File: config.mk
export PLATFORM = sky130hd
export DESIGN_NAME = toggle_vec_sel
export DESIGN_NICKNAME = d
export VERILOG_FILES = /design/src/rtl/tcvs_pkg.sv /design/src/rtl/tcvs_popcount.sv /design/src/rtl/tcvs_flag_bank.sv /design/src/rtl/tcvs_gate.sv /design/src/rtl/toggle_vec_sel.sv
export SDC_FILE = /design/constraint.sdc
export NUM_CORES = 1
export LEC_CHECK = 0
export ABC_AREA = 0
export BUFFER_PORTS_ARGS = -buffer_cell sky130_fd_sc_hd__buf_2
export CORE_MARGIN = 2
export CORE_UTILIZATION = 45
export DETAILED_ROUTE_END_ITERATION = 7
export PLACE_DENSITY = 0.75
export SLEW_MARGIN = 20
export SYNTH_ARGS = -nofsm -noshare
export SYNTH_HDL_FRONTEND = slang
export SYNTH_SLANG_ARGS = --single-unit
File: constraint.sdc
create_clock -name clk -period 33.4 [get_ports clk]
set_input_delay 10.02 -clock clk [delete_from_list [all_inputs] [get_ports clk]]
set_output_delay 10.02 -clock clk [all_outputs]
set_load 0.02 [all_outputs]
File: src/rtl/tcvs_pkg.sv
package tcvs_pkg;
  localparam int unsigned PCT_SCALE = 100;
endpackage

File: src/rtl/tcvs_popcount.sv
module tcvs_popcount #(
  parameter int W  = 32,
  parameter int OW = $clog2(W + 1)
) (
  input  logic [W-1:0]  bits,
  output logic [OW-1:0] count
);
  always_comb begin
    count = '0;
    for (int i = 0; i < W; i++) count = count + OW'(bits[i]);
  end
endmodule

File: src/rtl/tcvs_flag_bank.sv
module tcvs_flag_bank #(
  parameter int N = 16
) (
  input  logic         clk,
  input  logic         wipe,
  input  logic         upd,
  input  logic [N-1:0] node_val,
  output logic [N-1:0] fresh_hi,
  output logic [N-1:0] fresh_lo
);
  for (genvar g = 0; g < N; g++) begin : g_node
    logic saw1_q, saw0_q;
    always_ff @(posedge clk) begin
      if (wipe) begin
        saw1_q <= 1'b0;
        saw0_q <= 1'b0;
      end else if (upd) begin
        saw1_q <= saw1_q | node_val[g];
        saw0_q <= saw0_q | ~node_val[g];
      end
    end
    assign fresh_hi[g] = node_val[g] & ~saw1_q;
    assign fresh_lo[g] = ~node_val[g] & ~saw0_q;
  end
endmodule

File: src/rtl/tcvs_gate.sv
module tcvs_gate
  import tcvs_pkg::*;
#(
  parameter int CNT_W = 6,
  parameter int PCT_W = 7
) (
  input  logic [CNT_W-1:0] score,
  input  logic [CNT_W-1:0] uncov,
  input  logic [PCT_W-1:0] pct,
  output logic             pass
);
  localparam int MW = CNT_W + PCT_W + 1;
  logic [MW-1:0] lhs, rhs;
  always_comb begin
    lhs  = MW'(score) * MW'(PCT_SCALE);
    rhs  = MW'(pct) * MW'(uncov);
    pass = (score != '0) && (lhs >= rhs);
  end
endmodule

File: src/rtl/toggle_vec_sel.sv
module toggle_vec_sel #(
  parameter int N     = 16,
  parameter int ACC_W = 8,
  parameter int PCT_W = 7,
  parameter int CNT_W = $clog2(2 * N + 1)
) (
  input  logic             clk,
  input  logic             rst,
  input  logic             clr,
  input  logic             pass_restart,
  input  logic [PCT_W-1:0] pct_in,
  input  logic [ACC_W-1:0] max_accept,
  input  logic             vec_strobe,
  input  logic [N-1:0]     node_val,
  input  logic [N-1:0]     node_unk,
  input  logic             contention,
  output logic             accept,
  output logic [CNT_W-1:0] covered,
  output logic             done
);
  localparam logic [CNT_W-1:0] TOTAL = CNT_W'(2 * N);

  logic [N-1:0]     fresh_hi, fresh_lo;
  logic [CNT_W-1:0] score, uncov, cov_n;
  logic [ACC_W-1:0] acc_q, acc_n, max_q, max_n;
  logic [PCT_W-1:0] pct_q;
  logic             eligible, pass, take, wipe;

  assign wipe     = rst | clr;
  assign uncov    = TOTAL - covered;
  assign eligible = vec_strobe & ~contention & ~(|node_unk) & ~done;
  assign take     = eligible & pass;

  tcvs_flag_bank #(.N(N)) u_flags (
    .clk(clk), .wipe(wipe), .upd(take), .node_val(node_val),
    .fresh_hi(fresh_hi), .fresh_lo(fresh_lo)
  );

  tcvs_popcount #(.W(2 * N), .OW(CNT_W)) u_pop (
    .bits({fresh_hi, fresh_lo}), .count(score)
  );

  tcvs_gate #(.CNT_W(CNT_W), .PCT_W(PCT_W)) u_gate (
    .score(score), .uncov(uncov), .pct(pct_q), .pass(pass)
  );

  always_comb begin
    cov_n = take ? covered + score : covered;
    acc_n = take ? acc_q + ACC_W'(1) : acc_q;
    max_n = pass_restart ? max_accept : max_q;
  end

  always_ff @(posedge clk) begin
    if (wipe) begin
      covered <= '0;
      acc_q   <= '0;
      accept  <= 1'b0;
      pct_q   <= pct_in;
      max_q   <= max_accept;
      done    <= (max_accept == '0);
    end else begin
      accept  <= take;
      covered <= cov_n;
      acc_q   <= acc_n;
      max_q   <= max_n;
      if (pass_restart) pct_q <= pct_in;
      done    <= (cov_n == TOTAL) || (acc_n >= max_n);
    end
  end
endmodule

# Word-level counts from Yosys, hierarchy flattened
# Cells that the tools add are included.
dict set report word_totals {
  register_bits 63
  latch_bits 0
  ramBits 0
  rom_bits 0
  word_cells 210
  mem_count 0
}
dict set report classes {
  n_addsub 34
  mul 2
  n_div 0
  n_lt_le_gt_ge 2
  n_eq_ne 1
  n_shift 0
  mux 7
  n_bitwise 120
  n_reduce_logical 6
}
# operator n
set op_table {}
lappend op_table {{6-bit by 1-bit adder with 6-bit output} 30}
lappend op_table {{1-bit NOT} 51}
lappend op_table {{1-bit AND} 36}
lappend op_table {{1-bit bitwise OR} 33}
lappend op_table {{8-bit two-way mux} 3}
lappend op_table {{16-bit OR reduction} 1}
lappend op_table {{7-bit two-way mux} 2}
lappend op_table {{13-bit greater-or-equal comparator} 1}
lappend op_table {{7-bit by 6-bit multiplier with 13-bit output} 1}
lappend op_table {{6-bit by 5-bit multiplier with 11-bit output, second input constant} 1}
lappend op_table {{8-bit by 1-bit adder with 8-bit output, second input constant} 1}
lappend op_table {{8-bit greater-or-equal comparator} 1}
lappend op_table {{8-bit zero test} 1}
lappend op_table {{6-bit adder} 1}
lappend op_table {{6-bit equality test, second input constant} 1}
lappend op_table {{6-bit two-way mux} 1}
lappend op_table {{6-bit nonzero test} 1}
lappend op_table {{6-bit subtractor, first input constant} 1}
lappend op_table {{1-bit by 1-bit adder with 2-bit output} 1}
lappend op_table {{2-bit nonzero test} 1}
lappend op_table {{1-bit logical AND} 1}
lappend op_table {{1-bit logical OR} 1}
lappend op_table {{1-bit two-way mux} 1}

# Depth between registers and ports, before layout
# Gate-level depths: netlist (run 1).
dict set report depth {
  depth_word 41
  depth_mapped 44
  depth_no_buf 43
}

# Modules after synthesis
# From an unflattened synthesis (run 1), not the netlist that was laid out.
dict set report unflattened {
  cells_unflattened 627
  area_unflattened_um2 5796.8
}
# module n_inst cells_per_inst area_each_um2 seq_area_each_um2
set by_module_without_submodules {}
lappend by_module_without_submodules {tcvs_gate 1 235 2019.4 0.0}
lappend by_module_without_submodules {toggle_vec_sel 1 169 1794.2 690.7}
lappend by_module_without_submodules {tcvs_flag_bank 1 150 1224.9 640.6}
lappend by_module_without_submodules {tcvs_popcount 1 73 758.2 0.0}

# Worst setup path before layout (run 1)
# OpenSTA, ideal clock, no wires.
dict set report synth_path {
  path_type {input to register}
  startpoint {input port node_val[0]}
  endpoint {register done}
  arrival_time_ns 18.991
  required_ns 33.275
  setup_slack_ns 14.284
  cell_stages 38
  n_path_buf 1
  path_cell_list {nor2_1 ha_1 inv_1 fa_1 fa_1 inv_1 fa_1 fa_1 fa_1 fa_1 fa_1 inv_1 fa_1 inv_1 ha_1 ha_1 ha_1 fa_1 [2 not listed] nor2_1 o21bai_1 a21oi_1 xnor2_1 ha_1 nand4_2 nor4_2 a2bb2oi_2 a21boi_4 buf_6 xnor2_1 ha_1 nand2b_1 a211oi_1 o21ai_0 a21o_1 a211oi_1 a21oi_1}
}
dict set report synth_via {
  elab_chain_len 41
  elab_cells_between_ends 46
}
# item line
set synth_lines {}
lappend synth_lines {{start: declaration} toggle_vec_sel.sv:14} ;# input logic [N-1:0] node_val,
lappend synth_lines {{1-bit NOT} tcvs_flag_bank.sv:23} ;# assign fresh_lo[g] = ~node_val[g] & ~saw0_q;
lappend synth_lines {{1-bit AND} tcvs_flag_bank.sv:23}
lappend synth_lines {{1-bit by 1-bit adder with 2-bit output} tcvs_popcount.sv:10} ;# for (int i = 0; i < W; i++) count = count + OW'(bits[i]);
lappend synth_lines {{6-bit by 1-bit adder with 6-bit output (14 in a row)} tcvs_popcount.sv:10}
lappend synth_lines {{6-bit by 1-bit adder with 6-bit output (*) (16 in a row)} tcvs_popcount.sv:10}
lappend synth_lines {{6-bit by 5-bit multiplier with 11-bit output} tcvs_gate.sv:15} ;# lhs = MW'(score) * MW'(PCT_SCALE);
lappend synth_lines {{13-bit greater-or-equal comparator} tcvs_gate.sv:17} ;# pass = (score != '0) && (lhs >= rhs);
lappend synth_lines {{1-bit logical AND} tcvs_gate.sv:17}
lappend synth_lines {{1-bit AND} toggle_vec_sel.sv:32} ;# assign take = eligible & pass;
lappend synth_lines {{8-bit two-way mux or 6-bit two-way mux (tied branches)} {toggle_vec_sel.sv:49, toggle_vec_sel.sv:48}}
lappend synth_lines {{8-bit greater-or-equal comparator or 6-bit equality test (tied branches)} toggle_vec_sel.sv:67} ;# done <= (cov_n == TOTAL) || (acc_n >= max_n);
lappend synth_lines {{1-bit logical OR (*)} toggle_vec_sel.sv:67}
lappend synth_lines {{1-bit two-way mux (*)} toggle_vec_sel.sv:54} ;# if (wipe) begin
lappend synth_lines {{end signal: assignment} toggle_vec_sel.sv:60} ;# done <= (max_accept == '0);
lappend synth_lines {{end signal: assignment} toggle_vec_sel.sv:67}
lappend synth_lines {{end: declaration} toggle_vec_sel.sv:19} ;# output logic done
# Mark *: on every way between the ends. The rest lies on a longest branch, timed or not.
# A chain may end at the register's enable or synchronous reset.

# Final worst setup path (run 1)
dict set report layout_path {
  startpoint {input port node_val[0]}
  endpoint {register done}
}
dict set report layout_via {
  elab_chain_len 41
  elab_cells_between_ends 46
}
# item line
set layout_lines {}
lappend layout_lines {{1-bit NOT} tcvs_flag_bank.sv:23}
lappend layout_lines {{1-bit AND} tcvs_flag_bank.sv:23}
lappend layout_lines {{1-bit by 1-bit adder with 2-bit output} tcvs_popcount.sv:10}
lappend layout_lines {{6-bit by 1-bit adder with 6-bit output (14 in a row)} tcvs_popcount.sv:10}
lappend layout_lines {{6-bit by 1-bit adder with 6-bit output (*) (16 in a row)} tcvs_popcount.sv:10}
lappend layout_lines {{6-bit by 5-bit multiplier with 11-bit output} tcvs_gate.sv:15}
lappend layout_lines {{13-bit greater-or-equal comparator} tcvs_gate.sv:17}
lappend layout_lines {{1-bit logical AND (*)} tcvs_gate.sv:17}
lappend layout_lines {{1-bit AND (*)} toggle_vec_sel.sv:32}
lappend layout_lines {{8-bit two-way mux (*)} toggle_vec_sel.sv:49} ;# acc_n = take ? acc_q + ACC_W'(1) : acc_q;
lappend layout_lines {{net acc_n[4]} toggle_vec_sel.sv:25} ;# logic [ACC_W-1:0] acc_q, acc_n, max_q, max_n;
lappend layout_lines {{8-bit greater-or-equal comparator (*)} toggle_vec_sel.sv:67}
lappend layout_lines {{1-bit logical OR (*)} toggle_vec_sel.sv:67}
lappend layout_lines {{1-bit two-way mux (*)} toggle_vec_sel.sv:54}
# The timed path passes the listed nets; every way through them passes the cells marked *.

==> results of run 1 <==
-- layer usage --
| layer | up-vias | wire (um) |
|---|---|---|
| met1 | 1999 | 4880 |
| met2 | 83 | 5980 |
| met5 | - | 0 |
| li1 | 2071 | - |
| met3 | 31 | 405 |
| met4 | 0 | 392 |
-- cells by family after synthesis --
family | synth area share [%]
simple gates | 16.0
fa+ha+maj | 35.0
compound gates | 10.4
buf+inv | 6.11
flops | 23.8
xor+xnor | 5.26
mux | 3.47
-- cell usage in the layout (no fill, tap or decap), types with 10 or more instances in the layout --
master                     count
sky130_fd_sc_hd__dfxtp_1      56
sky130_fd_sc_hd__and2_1       21
sky130_fd_sc_hd__a21oi_1      40
sky130_fd_sc_hd__ha_1         81
sky130_fd_sc_hd__inv_1        71
sky130_fd_sc_hd__nor2_1       63
sky130_fd_sc_hd__nand2b_1     10
sky130_fd_sc_hd__nor2b_1      10
sky130_fd_sc_hd__buf_2        60
sky130_fd_sc_hd__xnor2_1      18
sky130_fd_sc_hd__o21a_1       19
sky130_fd_sc_hd__mux2_2       11
sky130_fd_sc_hd__fa_1         47
sky130_fd_sc_hd__nand2_1      40
sky130_fd_sc_hd__xor2_1       10
-- per-stage QoR --
stage	worst slack (ns)	cells	utilization (%)
final	13.12	824	52.4
after global routing	12.43	824	52.4
after floorplan	14.28	591	-
after global placement	13.20	809	50.0
after detailed placement	12.83	809	50.0
after CTS	13.12	824	52.4
-- flip-flops by register name (all words and copies together) (netlist names) --
signal,count
u_flags.g_node.saw0_q,16
covered,6
max_q,8
acc_q,8
accept,1
pct_q,7
done,1
u_flags.g_node.saw1_q,16
-- critical path, delay by kind of cell --
family,cells,cell delay [ns]
and+or+nand+nor,6,0.92
adders and majority gates,15,6.14
xor gates and xnor gates,3,0.79
AOI/OAI and AO/OA,11,2.35
buffers and inverters,4,0.27
-- worst max path at each step --
stage	to	cells after the start	slack, ns	start
after CTS	done$_DFF_P_	39	13.12	node_val[0]
after global placement	done$_DFF_P_	39	13.20	node_val[0]
final	done$_DFF_P_	39	13.12	node_val[0]
after global routing	done$_DFF_P_	39	12.43	node_val[0]
after detailed placement	done$_DFF_P_	39	12.83	node_val[0]
after floorplan	done$_DFF_P_	38	14.28	node_val[0]
-- final cells by class --
type                    count  area [um2]  share of cell area, %
clock inverters             3        17.5                  0.277
multi-input cells         446        3920                   62.0
well taps                 168         210                   3.33
flip-flops and latches     63        1330                   21.1
inverters                  71         267                   4.22
repair buffers             61         308                   4.87
clock buffers              12         267                   4.22
==> report_table.html, run 1 <==
<table>
<tr><th>Metric</th><th>Value</th></tr>
<tr><th colspan="2">Yosys</th></tr>
<tr><td>Mapped Avg Cell Area</td><td>9.46 um2</td></tr>
<tr><td>Netlist cell types</td><td>51</td></tr>
<tr><td>Top cell type's share of synthesized area</td><td>20.1%</td></tr>
<tr><td>Synth async-reset ratio</td><td>0%</td></tr>
<tr><td>Number of enable-type register cells in the synthesized netlist</td><td>7</td></tr>
<tr><td>Top-count cell post-synth</td><td>sky130_fd_sc_hd__ha_1</td></tr>
<tr><td>Leading post-synthesis cells by cell area</td><td>sky130_fd_sc_hd__dfxtp_1, sky130_fd_sc_hd__ha_1, sky130_fd_sc_hd__fa_1</td></tr>
<tr><td>Count of synthesis-stage warnings from yosys</td><td>0</td></tr>
<tr><td>Most frequent cells after synthesis</td><td>sky130_fd_sc_hd__ha_1, sky130_fd_sc_hd__inv_1, sky130_fd_sc_hd__nor2_1, sky130_fd_sc_hd__dfxtp_1, sky130_fd_sc_hd__fa_1</td></tr>
<tr><td>Netlist area before placement</td><td>5590 um2</td></tr>
<tr><td>Post-Syn Nets</td><td>approximately 770</td></tr>
<tr><td>Cell type contributing the most total cell area after synthesis</td><td>sky130_fd_sc_hd__dfxtp_1</td></tr>
<tr><td>Gate count of the mapped netlist</td><td>591</td></tr>
<tr><td>Synth Flop Type</td><td>sky130_fd_sc_hd__dfxtp_1</td></tr>
<tr><td>Sequential area share after synthesis</td><td>23.8%</td></tr>
<tr><td>Flop and latch count out of synthesis</td><td>63</td></tr>
<tr><th colspan="2">CTS</th></tr>
<tr><td>Post-CTS resize count</td><td>0</td></tr>
<tr><td>Maximum level of the CTS H-tree</td><td>3</td></tr>
<tr><td>Clock buffers created by TritonCTS</td><td>9</td></tr>
<tr><td>Clock transition at the register clock pins on the worst setup and hold paths after CTS</td><td>0.05 ns</td></tr>
<tr><td>Total number of clock tree sinks</td><td>63</td></tr>
<tr><td>Maximum buffer depth of the clock tree</td><td>2</td></tr>
<tr><td>Post-CTS repair timing setup buffer count</td><td>0</td></tr>
<tr><td># hold bufs at CTS</td><td>0</td></tr>
<tr><td>Clock tree root driver cell</td><td>sky130_fd_sc_hd__clkbuf_16</td></tr>
<tr><td>TritonCTS clock tree</td><td>built</td></tr>
<tr><td>Clock latency reported for the late side of the worst-skew pair</td><td>0.33 ns</td></tr>
<tr><th colspan="2">STA</th></tr>
<tr><td>Worst clock skew on the final layout</td><td>approximately 0.006 ns</td></tr>
<tr><td>Worst-case headroom to the max-slew limit</td><td>30.4%</td></tr>
<tr><td>Fin Hold WS</td><td>0.463 ns</td></tr>
<tr><td>Tightest Pin Transition</td><td>1.04 ns</td></tr>
<tr><td>Final Max Tran Viols</td><td>0</td></tr>
<tr><td>Setup_tns</td><td>0 ns</td></tr>
<tr><td>Final Hold Fails</td><td>0</td></tr>
<tr><td>Crit share post-route</td><td>60.7%</td></tr>
<tr><td>Final Setup Violations</td><td>0</td></tr>
<tr><td>Maximum operating frequency</td><td>0.0493 GHz</td></tr>
<tr><td>Fin crit period</td><td>slightly above 20 ns</td></tr>
<tr><td>Setup repair after global routing missed its margin</td><td>no</td></tr>
<tr><th colspan="2">Outcome</th></tr>
<tr><td>Result of the run</td><td>finished, final reports clean</td></tr>
<tr><th colspan="2">Floorplanning</th></tr>
<tr><td>Die X</td><td>115 um</td></tr>
<tr><td>Starting density of the core</td><td>46.3%</td></tr>
<tr><td>Standard-cell rows</td><td>40</td></tr>
<tr><td>Total die area</td><td>13300 um2</td></tr>
<tr><td>Die H</td><td>115 um</td></tr>
<tr><td>I/O pin count</td><td>61</td></tr>
<tr><td>Floorplan Core Area</td><td>12100 um2</td></tr>
<tr><th colspan="2">Worst setup path</th></tr>
<tr><td>Startpoint kind of the worst setup timing path</td><td>input pin</td></tr>
<tr><td>Critical Path Sink Type</td><td>flip-flop</td></tr>
<tr><td>Most common cell type on the critical path</td><td>sky130_fd_sc_hd__fa_1</td></tr>
<tr><td>Setup slack on the worst flop-to-flop path</td><td>22.59 ns</td></tr>
<tr><td>Worst setup path class</td><td>input pin to flip-flop</td></tr>
<tr><td>CP peak stage delay</td><td>0.83 ns</td></tr>
<tr><td>Worst R2R Start</td><td>u_flags.g_node[0].saw0_q$_SDFFE_PP0N_</td></tr>
<tr><td>Worst endpoint data arrival time</td><td>20.49 ns</td></tr>
<tr><td>Worst Reg-to-Reg Cells</td><td>38</td></tr>
<tr><td>Worst r2r dst</td><td>done$_DFF_P_</td></tr>
<tr><td>Crit path required time</td><td>33.61 ns</td></tr>
<tr><td>Crit-path slowest cell</td><td>sky130_fd_sc_hd__a21boi_4</td></tr>
<tr><td>CP max FO</td><td>35</td></tr>
<tr><th colspan="2">GRT</th></tr>
<tr><td>Global-route wire length before repair</td><td>19.7 mm</td></tr>
<tr><td>Via count of the first global-routing pass</td><td>4425</td></tr>
<tr><td>Antenna violations before repair</td><td>0</td></tr>
<tr><td>Global-route layer with the greatest usage</td><td>met2</td></tr>
<tr><td>Global routing usage on met3</td><td>3.45%</td></tr>
<tr><td>Global routing met1 resource utilization</td><td>between 20% and 30%</td></tr>
<tr><td>Pin count of the biggest net entering global routing</td><td>36</td></tr>
<tr><td>Met2 Track Usage GR</td><td>33.9%</td></tr>
<tr><td>GR Overflow Total</td><td>0</td></tr>
<tr><td>Tot GR Track Use</td><td>a little under a fifth</td></tr>
<tr><th colspan="2">Placed design</th></tr>
<tr><td>Port bufs</td><td>60</td></tr>
<tr><td>Placer congestion estimate</td><td>0.855</td></tr>
<tr><td>Placed Instance Area</td><td>6030 um2</td></tr>
<tr><td>Final HPWL from detailed placement</td><td>9.36 mm</td></tr>
<tr><th colspan="2">Detailed routing</th></tr>
<tr><td>Count of vias placed by the detailed router</td><td>4184</td></tr>
<tr><td>Number of DRC violations after detailed routing</td><td>0</td></tr>
<tr><td>First-pass iteration count of the detailed router</td><td>4</td></tr>
<tr><td>Count of nets left with antenna violations after detail routing</td><td>0</td></tr>
<tr><td>Count of routing violations after the opening detailed-route iteration</td><td>172</td></tr>
<tr><td>Wirelength, routed</td><td>11.7 mm</td></tr>
<tr><td>Avg Vias per Cell</td><td>5.08</td></tr>
<tr><td>Average routed wire per standard cell</td><td>approximately 14 um</td></tr>
<tr><th colspan="2">Final layout</th></tr>
<tr><td>Fill count</td><td>1118</td></tr>
<tr><td>Layout Nets</td><td>833</td></tr>
<tr><td>Post-route cell area</td><td>approximately 6300 um2</td></tr>
<tr><td>Post-synthesis to final-layout area growth</td><td>13.0%</td></tr>
<tr><td>Proportion of layout cells with a drive suffix above 1</td><td>roughly 17%</td></tr>
<tr><td>Number of antenna cells inserted</td><td>0</td></tr>
<tr><th colspan="2">Job</th></tr>
<tr><td>Max-Cap Viols</td><td>0</td></tr>
<tr><th colspan="2">Worst hold path</th></tr>
<tr><td>Hold Crit Start</td><td>u_flags.g_node[4].saw1_q$_SDFFE_PP0N_</td></tr>
<tr><td>Number of cells on the worst hold path</td><td>2</td></tr>
<tr><td>Type of the tightest min-delay check</td><td>flip-flop to flip-flop</td></tr>
<tr><td>Capture endpoint of the worst hold path</td><td>u_flags.g_node[4].saw1_q$_SDFFE_PP0N_</td></tr>
</table>
Power of run 1 is not shown: default switching activity piles up to over one toggle a cycle in this logic, so the estimate is an artifact.
==> run 2: changes to the inputs <==
- PLACE_DENSITY: 0.75 -> 0.77
- clock period: 33.4 -> 18.49 ns (I/O delays scaled with it)
==> run 2 against run 1 <==
Count of clock-buffer cells in the layout up 2. Final cell count unchanged. Hold slack worse by 0.0060 ns. Utilization down 0.12 points. Die area unchanged. Register-to-register slack worse by 15 ns. Critical endpoint unchanged.
==> report_table.html, run 2 (synthesized netlist as in run 1, its figures left out) <==
<table>
<tr><th>Metric</th><th>Value</th></tr>
<tr><th colspan="2">Outcome</th></tr>
<tr><td>Result of the run</td><td>finished, final reports clean</td></tr>
<tr><th colspan="2">Worst setup path</th></tr>
<tr><td>CP peak stage delay</td><td>0.78 ns (-0.05 ns)</td></tr>
<tr><td>CP bufs+invs</td><td>5 (+1)</td></tr>
<tr><td>Crit-path slowest cell</td><td>sky130_fd_sc_hd__a21boi_4</td></tr>
<tr><td>Most common cell type on the critical path</td><td>sky130_fd_sc_hd__fa_1</td></tr>
<tr><td>CP max FO</td><td>35 (unchanged)</td></tr>
<tr><td>Startpoint kind of the worst setup timing path</td><td>input pin</td></tr>
<tr><td>Setup slack on the worst flop-to-flop path</td><td>7.88 ns (-14.71 ns)</td></tr>
<tr><td>Crit path required time</td><td>18.70 ns (-14.91 ns)</td></tr>
<tr><td>Worst Reg-to-Reg Cells</td><td>41 (+7.9%)</td></tr>
<tr><td>Path length in cells of the critical path</td><td>42 (+7.7%)</td></tr>
<tr><td>Worst endpoint data arrival time</td><td>15.82 ns (-4.67 ns)</td></tr>
<tr><td>Worst r2r dst</td><td>done$_DFF_P_</td></tr>
<tr><td>Worst setup path class</td><td>input pin to flip-flop</td></tr>
<tr><td>Worst R2R Start</td><td>u_flags.g_node[1].saw0_q$_SDFFE_PP0N_</td></tr>
<tr><td>Category of cells accounting for the largest share of critical-path delay</td><td>adder cells</td></tr>
<tr><td>Critical Path Sink Type</td><td>flip-flop</td></tr>
<tr><th colspan="2">Final layout</th></tr>
<tr><td>Biggest regs</td><td>u_flags.g_node.saw0_q (16), u_flags.g_node.saw1_q (16)</td></tr>
<tr><td>Fill count</td><td>1072 (-4.1%)</td></tr>
<tr><td>Commonest non-fill, non-tap cells in the layout</td><td>sky130_fd_sc_hd__ha_1, sky130_fd_sc_hd__inv_1, sky130_fd_sc_hd__nor2_1, sky130_fd_sc_hd__buf_2, sky130_fd_sc_hd__dfxtp_1</td></tr>
<tr><td>Proportion of layout cells with a drive suffix above 1</td><td>16.6% (-0.46 points)</td></tr>
<tr><td>Layout Nets</td><td>833 (unchanged)</td></tr>
<tr><td>Post-synthesis to final-layout area growth</td><td>12.7%</td></tr>
<tr><td>Leading cell type in the layout, fill and taps excluded</td><td>sky130_fd_sc_hd__ha_1</td></tr>
<tr><td>Number of antenna cells inserted</td><td>0 (unchanged)</td></tr>
<tr><th colspan="2">Worst hold path</th></tr>
<tr><td>Hold Crit Start</td><td>u_flags.g_node[8].saw1_q$_SDFFE_PP0N_</td></tr>
<tr><td>Type of the tightest min-delay check</td><td>flip-flop to flip-flop</td></tr>
<tr><td>Capture endpoint of the worst hold path</td><td>u_flags.g_node[8].saw1_q$_SDFFE_PP0N_</td></tr>
<tr><td>Number of cells on the worst hold path</td><td>2 (unchanged)</td></tr>
<tr><th colspan="2">Floorplanning</th></tr>
<tr><td>Starting density of the core</td><td>46.3% (unchanged)</td></tr>
<tr><td>Die X</td><td>115 um (unchanged)</td></tr>
<tr><td>I/O pin count</td><td>61 (unchanged)</td></tr>
<tr><td>Die H</td><td>115 um (unchanged)</td></tr>
<tr><td>Total die area</td><td>13300 um2 (unchanged)</td></tr>
<tr><td>Floorplan Core Area</td><td>12100 um2 (unchanged)</td></tr>
<tr><td>Standard-cell rows</td><td>40 (unchanged)</td></tr>
<tr><th colspan="2">GRT</th></tr>
<tr><td>Via count of the first global-routing pass</td><td>4396 (-0.66%)</td></tr>
<tr><td>Pin count of the biggest net entering global routing</td><td>36 (unchanged)</td></tr>
<tr><td>GR Overflow Total</td><td>0 (unchanged)</td></tr>
<tr><td>Antenna violations before repair</td><td>0 (unchanged)</td></tr>
<tr><td>Tot GR Track Use</td><td>18.5% (-0.20 points)</td></tr>
<tr><td>Global-route wire length before repair</td><td>19.5 mm (-1.0%)</td></tr>
<tr><th colspan="2">STA</th></tr>
<tr><td>Final Max Tran Viols</td><td>0 (unchanged)</td></tr>
<tr><td>Crit share post-route</td><td>84.4%</td></tr>
<tr><td>Maximum operating frequency</td><td>0.0641 GHz</td></tr>
<tr><td>Setup slack of the critical path after layout</td><td>2.88 ns (-10.23 ns)</td></tr>
<tr><td>Setup_tns</td><td>0 ns (unchanged)</td></tr>
<tr><td>Fin crit period</td><td>15.61 ns</td></tr>
<tr><td>Worst clock skew on the final layout</td><td>0.00573 ns (-0.000283 ns)</td></tr>
<tr><td>Worst-case headroom to the max-slew limit</td><td>35.2% (+4.8 points)</td></tr>
<tr><td>Final Hold Fails</td><td>0 (unchanged)</td></tr>
<tr><td>Final Setup Violations</td><td>0 (unchanged)</td></tr>
<tr><td>Tightest Pin Transition</td><td>0.969 ns (-0.0720 ns)</td></tr>
<tr><td>Setup repair after global routing missed its margin</td><td>no</td></tr>
<tr><th colspan="2">CTS</th></tr>
<tr><td>TritonCTS clock tree</td><td>built</td></tr>
<tr><td>Clock latency reported for the late side of the worst-skew pair</td><td>0.33 ns (about the same)</td></tr>
<tr><td>Maximum buffer depth of the clock tree</td><td>2 (unchanged)</td></tr>
<tr><td>Clock transition at the register clock pins on the worst setup and hold paths after CTS</td><td>0.05 ns (about the same)</td></tr>
<tr><td>Clock buffers created by TritonCTS</td><td>9 (unchanged)</td></tr>
<tr><td># hold bufs at CTS</td><td>0 (unchanged)</td></tr>
<tr><td>Maximum level of the CTS H-tree</td><td>3 (unchanged)</td></tr>
<tr><td>Post-CTS resize count</td><td>0 (unchanged)</td></tr>
<tr><td>Post-CTS repair timing setup buffer count</td><td>0 (unchanged)</td></tr>
<tr><td>Total number of clock tree sinks</td><td>63 (unchanged)</td></tr>
<tr><td>Clock tree root driver cell</td><td>sky130_fd_sc_hd__clkbuf_16</td></tr>
<tr><th colspan="2">Placed design</th></tr>
<tr><td>Final HPWL from detailed placement</td><td>9.27 mm (-1.0%)</td></tr>
<tr><td>Port bufs</td><td>60 (unchanged)</td></tr>
<tr><td>Placer congestion estimate</td><td>0.896 (+4.8%)</td></tr>
<tr><td>Pre-CTS setup slack</td><td>2.49 ns (-10.34 ns)</td></tr>
<tr><th colspan="2">Detailed routing</th></tr>
<tr><td>Avg Vias per Cell</td><td>5.11 (+0.65%)</td></tr>
<tr><td>Number of DRC violations after detailed routing</td><td>0 (unchanged)</td></tr>
<tr><td>Count of routing violations after the opening detailed-route iteration</td><td>169 (-1.7%)</td></tr>
<tr><td>First-pass iteration count of the detailed router</td><td>4 (unchanged)</td></tr>
<tr><td>Count of vias placed by the detailed router</td><td>4211 (+0.65%)</td></tr>
<tr><td>Count of nets left with antenna violations after detail routing</td><td>0 (unchanged)</td></tr>
<tr><td>Wirelength, routed</td><td>11.5 mm (-1.7%)</td></tr>
<tr><td>Average routed wire per standard cell</td><td>13.9 um (-1.7%)</td></tr>
<tr><th colspan="2">Job</th></tr>
<tr><td>Max-Cap Viols</td><td>0 (unchanged)</td></tr>
</table>
[run 2: changes by cell type in the layout (fill, tap and decap cells not counted), sizes merged]
cell	change
clkbuf	+2
clkinv	-1
clkinvlp	-1
[run 2: worst reg2reg max path, delay by kind of cell, from the launching register on]
family / cells / cell delay (ns)
compound gates: 11 / 2.20
flops: 1 / 0.33
xor+xnor: 3 / 0.68
buf+inv: 4 / 0.29
fa+ha+maj: 15 / 5.96
simple gates: 8 / 1.07
[run 2: worst max-delay path by stage]
stage | end | slack, ns | from
final | done$_DFF_P_ | 2.88 | node_val[0]
after floorplan | done$_DFF_P_ | 3.85 | node_val[0]
after detailed placement | done$_DFF_P_ | 2.49 | node_val[0]
after global placement | done$_DFF_P_ | 2.77 | node_val[0]
after CTS | done$_DFF_P_ | 2.84 | node_val[0]
after global routing | done$_DFF_P_ | 2.15 | node_val[0]
[run 2: metal layers]
| metal | global-route usage [%] | vias to the layer above | wire length, um |
|---|---|---|---|
| met5 | 0 | - | 0 |
| met4 | 8.19 | 0 | 203 |
| met3 | 2.72 | 15 | 382 |
| met2 | 33.5 | 69 | 5910 |
| met1 | 21.8 | 2054 | 4970 |
| li1 | - | 2073 | - |
[run 2: final cells by class]
cell class	count	area, um2	area share [%]
Clock buffer	14	264	4.19
Tap cell	168	210	3.34
Sequential cell	63	1330	21.1
Multi-Input combinational cell	446	3920	62.2
Timing Repair Buffer	61	308	4.88
Clock inverter	1	5.00	0.0794
Inverter	71	267	4.23
[run 2: per-stage QoR]
| stage | cell area (um2) | util (%) | hold slack, ns | cells |
|---|---|---|---|---|
| floorplan | 5590 | - | 0.428 | 591 |
| global placement | 6030 | 50.0 | 0.439 | 809 |
| detailed placement | 6030 | 50.0 | 0.450 | 809 |
| CTS | 6300 | 52.3 | 0.463 | 824 |
| global route | 6300 | 52.3 | 0.480 | 824 |
| finish | 6300 | 52.3 | 0.457 | 824 |
Power of run 2 is left out for the same reason.
==> run 3: changes to the inputs <==
- PLACE_DENSITY: 0.77 -> 0.75
- clock period: 18.49 -> 14.61 ns (I/O delays scaled with it)
==> run 3 against run 2 <==
Via count decreased by 0.74%. Cell area increased by 0.69%. Clock skew increased by 0.0053 ns. Setup slack got worse by 2.3 ns. Sequential share of layout area decreased by 0.15 points. Sequential cell count unchanged. Count of clock-buffer cells in the layout decreased by 3. Final cell count increased by 0.24%. Wire length decreased by 0.44%. Global-route usage decreased by 0.12 points. First-iteration DRC count decreased by 24%. Utilization increased by 0.36 points. Critical endpoint unchanged.
==> report_table.html, run 3 (synthesized netlist as in run 1, its figures left out) <==
<table>
<tr><th>Metric</th><th>Value</th></tr>
<tr><th colspan="2">CTS</th></tr>
<tr><td>Total number of clock tree sinks</td><td>63 (unchanged)</td></tr>
<tr><td>Clock buffers created by TritonCTS</td><td>9 (unchanged)</td></tr>
<tr><td>Maximum buffer depth of the clock tree</td><td>2 (unchanged)</td></tr>
<tr><td>Clock latency reported for the late side of the worst-skew pair</td><td>0.33 ns (about the same)</td></tr>
<tr><td>Post-CTS repair timing setup buffer count</td><td>0 (unchanged)</td></tr>
<tr><td># hold bufs at CTS</td><td>0 (unchanged)</td></tr>
<tr><td>Post-CTS resize count</td><td>0 (unchanged)</td></tr>
<tr><td>Clock tree root driver cell</td><td>sky130_fd_sc_hd__clkbuf_16</td></tr>
<tr><td>TritonCTS clock tree</td><td>built</td></tr>
<tr><td>Clock transition at the register clock pins on the worst setup and hold paths after CTS</td><td>0.06 ns (about the same)</td></tr>
<tr><td>Maximum level of the CTS H-tree</td><td>3 (unchanged)</td></tr>
<tr><th colspan="2">Detailed routing</th></tr>
<tr><td>Top sig layer</td><td>met4</td></tr>
<tr><td>Count of vias placed by the detailed router</td><td>4180 (-0.74%)</td></tr>
<tr><td>Avg Vias per Cell</td><td>5.06 (-0.98%)</td></tr>
<tr><td>Count of routing violations after the opening detailed-route iteration</td><td>128 (-24%)</td></tr>
<tr><td>First-pass iteration count of the detailed router</td><td>4 (unchanged)</td></tr>
<tr><td>Total length of routed met2 wires</td><td>5.90 mm (-0.25%)</td></tr>
<tr><td>Count of nets left with antenna violations after detail routing</td><td>0 (unchanged)</td></tr>
<tr><td>Routed wire length on met3</td><td>434 um (+14%)</td></tr>
<tr><td>Average routed wire per standard cell</td><td>13.8 um (-0.68%)</td></tr>
<tr><td>Total routed wire length on the met1 layer</td><td>4.89 mm (-1.5%)</td></tr>
<tr><td>Number of DRC violations after detailed routing</td><td>0 (unchanged)</td></tr>
<tr><td>Wirelength, routed</td><td>11.4 mm (-0.44%)</td></tr>
<tr><th colspan="2">STA</th></tr>
<tr><td>Setup repair after global routing missed its margin</td><td>no</td></tr>
<tr><td>Fin crit period</td><td>around 14 ns</td></tr>
<tr><td>Worst-case headroom to the max-slew limit</td><td>48.8% (+14 points)</td></tr>
<tr><td>Final Max Tran Viols</td><td>0 (unchanged)</td></tr>
<tr><td>Crit share post-route</td><td>95.8%</td></tr>
<tr><td>Setup_tns</td><td>0 ns (unchanged)</td></tr>
<tr><td>Tightest Pin Transition</td><td>0.766 ns (-0.203 ns)</td></tr>
<tr><td>Final Hold Fails</td><td>0 (unchanged)</td></tr>
<tr><td>Worst clock skew on the final layout</td><td>0.0110 ns (+0.00527 ns)</td></tr>
<tr><td>Final Setup Violations</td><td>0 (unchanged)</td></tr>
<tr><td>Maximum operating frequency</td><td>0.0715 GHz</td></tr>
<tr><th colspan="2">Worst setup path</th></tr>
<tr><td>Category of cells accounting for the largest share of critical-path delay</td><td>adder cells</td></tr>
<tr><td>Startpoint kind of the worst setup timing path</td><td>input pin</td></tr>
<tr><td>CP max FO</td><td>9 (-74%)</td></tr>
<tr><td>Most common cell type on the critical path</td><td>sky130_fd_sc_hd__fa_1</td></tr>
<tr><td>CP peak stage delay</td><td>0.54 ns (-0.24 ns)</td></tr>
<tr><td>Worst setup path class</td><td>input pin to flip-flop</td></tr>
<tr><td>Critical Path Sink Type</td><td>flip-flop</td></tr>
<tr><td>Crit path required time</td><td>14.82 ns (-3.88 ns)</td></tr>
<tr><td>Crit-path slowest cell</td><td>sky130_fd_sc_hd__fa_1</td></tr>
<tr><td>Setup slack on the worst flop-to-flop path</td><td>4.47 ns (-3.41 ns)</td></tr>
<tr><td>CP bufs+invs</td><td>5 (unchanged)</td></tr>
<tr><td>Worst endpoint data arrival time</td><td>14.20 ns (-1.62 ns)</td></tr>
<tr><th colspan="2">Floorplanning</th></tr>
<tr><td>Die H</td><td>115 um (unchanged)</td></tr>
<tr><td>Starting density of the core</td><td>46.3% (unchanged)</td></tr>
<tr><td>Die X</td><td>115 um (unchanged)</td></tr>
<tr><td>Total die area</td><td>13300 um2 (unchanged)</td></tr>
<tr><td>Floorplan Core Area</td><td>12100 um2 (unchanged)</td></tr>
<tr><td>I/O pin count</td><td>61 (unchanged)</td></tr>
<tr><td>Standard-cell rows</td><td>40 (unchanged)</td></tr>
<tr><th colspan="2">Final layout</th></tr>
<tr><td>Proportion of layout cells with a drive suffix above 1</td><td>16.7% (+0.10 points)</td></tr>
<tr><td>Commonest non-fill, non-tap cells in the layout</td><td>sky130_fd_sc_hd__ha_1, sky130_fd_sc_hd__inv_1, sky130_fd_sc_hd__nor2_1, sky130_fd_sc_hd__buf_2, sky130_fd_sc_hd__dfxtp_1</td></tr>
<tr><td>Fill count</td><td>1107 (+3.3%)</td></tr>
<tr><td>Leading cell type in the layout, fill and taps excluded</td><td>sky130_fd_sc_hd__ha_1</td></tr>
<tr><td>Post-synthesis to final-layout area growth</td><td>13.5%</td></tr>
<tr><td>Layout Nets</td><td>834 (+0.12%)</td></tr>
<tr><td>Number of antenna cells inserted</td><td>0 (unchanged)</td></tr>
<tr><td>Biggest regs</td><td>u_flags.g_node.saw0_q (16), u_flags.g_node.saw1_q (16)</td></tr>
<tr><th colspan="2">GRT</th></tr>
<tr><td>Tot GR Track Use</td><td>18.4% (-0.12 points)</td></tr>
<tr><td>Pin count of the biggest net entering global routing</td><td>28 (-22%)</td></tr>
<tr><td>Global-route wire length before repair</td><td>19.5 mm (about the same)</td></tr>
<tr><td>GR Overflow Total</td><td>0 (unchanged)</td></tr>
<tr><td>Antenna violations before repair</td><td>0 (unchanged)</td></tr>
<tr><td>Via count of the first global-routing pass</td><td>4362 (-0.77%)</td></tr>
<tr><th colspan="2">Placed design</th></tr>
<tr><td>Port bufs</td><td>60 (unchanged)</td></tr>
<tr><td>Placer congestion estimate</td><td>0.827 (-7.6%)</td></tr>
<tr><td>Final HPWL from detailed placement</td><td>9.20 mm (-0.72%)</td></tr>
<tr><th colspan="2">Job</th></tr>
<tr><td>Max-Cap Viols</td><td>0 (unchanged)</td></tr>
<tr><th colspan="2">Outcome</th></tr>
<tr><td>Result of the run</td><td>finished, final reports clean</td></tr>
<tr><th colspan="2">Worst hold path</th></tr>
<tr><td>Type of the tightest min-delay check</td><td>flip-flop to flip-flop</td></tr>
</table>
[run 3: layer usage]
metal  vias up  GRT usage, %
met1      2002          22.1
met3        14          2.56
met4         0          6.51
li1       2076             -
met2        88          33.7
met5         -             0
[run 3: worst reg2reg max path, delay by kind of cell (launching register included)]
kind | cells | cell delay (ns)
xor+xnor | 3 | 0.67
flops | 1 | 0.33
fa+ha+maj | 15 | 5.91
compound gates | 11 | 1.78
buf+inv | 4 | 0.28
simple gates | 8 | 1.04
[run 3: layout make-up]
type	count	area [um2]	share of cell area, %
multi-input cells	446	3920	61.7
clock inverters	5	72.6	1.14
well taps	168	210	3.31
inverters	71	267	4.20
repair buffers	62	315	4.97
flip-flops and latches	63	1330	21.0
clock buffers	11	233	3.67
[run 3: worst paths after layout]
kind | startpoint | endpoint | depth (start not counted)
max | node_val[0] | done$_DFF_P_ | 42
min | u_flags.g_node[12].saw0_q$_SDFFE_PP0N_ | u_flags.g_node[12].saw0_q$_SDFFE_PP0N_ | 1
max reg2reg | u_flags.g_node[1].saw0_q$_SDFFE_PP0N_ | done$_DFF_P_ | 41
min reg2reg | u_flags.g_node[12].saw0_q$_SDFFE_PP0N_ | u_flags.g_node[12].saw0_q$_SDFFE_PP0N_ | 1
[run 3: through the flow]
step           hold slack [ns]  cells  util, %  cell area, um2  setup WS (ns)
6_report                 0.460    826     52.6            6350          0.618
4_1_cts                  0.459    826     52.6            6350          0.551
5_1_grt                  0.483    826     52.6            6350         0.0317
3_3_place_gp             0.439    810     50.1            6040          0.515
3_5_place_dp             0.447    810     50.1            6040          0.209
2_1_floorplan            0.428    591        -            5590           1.13
Power of run 3 is left out for the same reason.
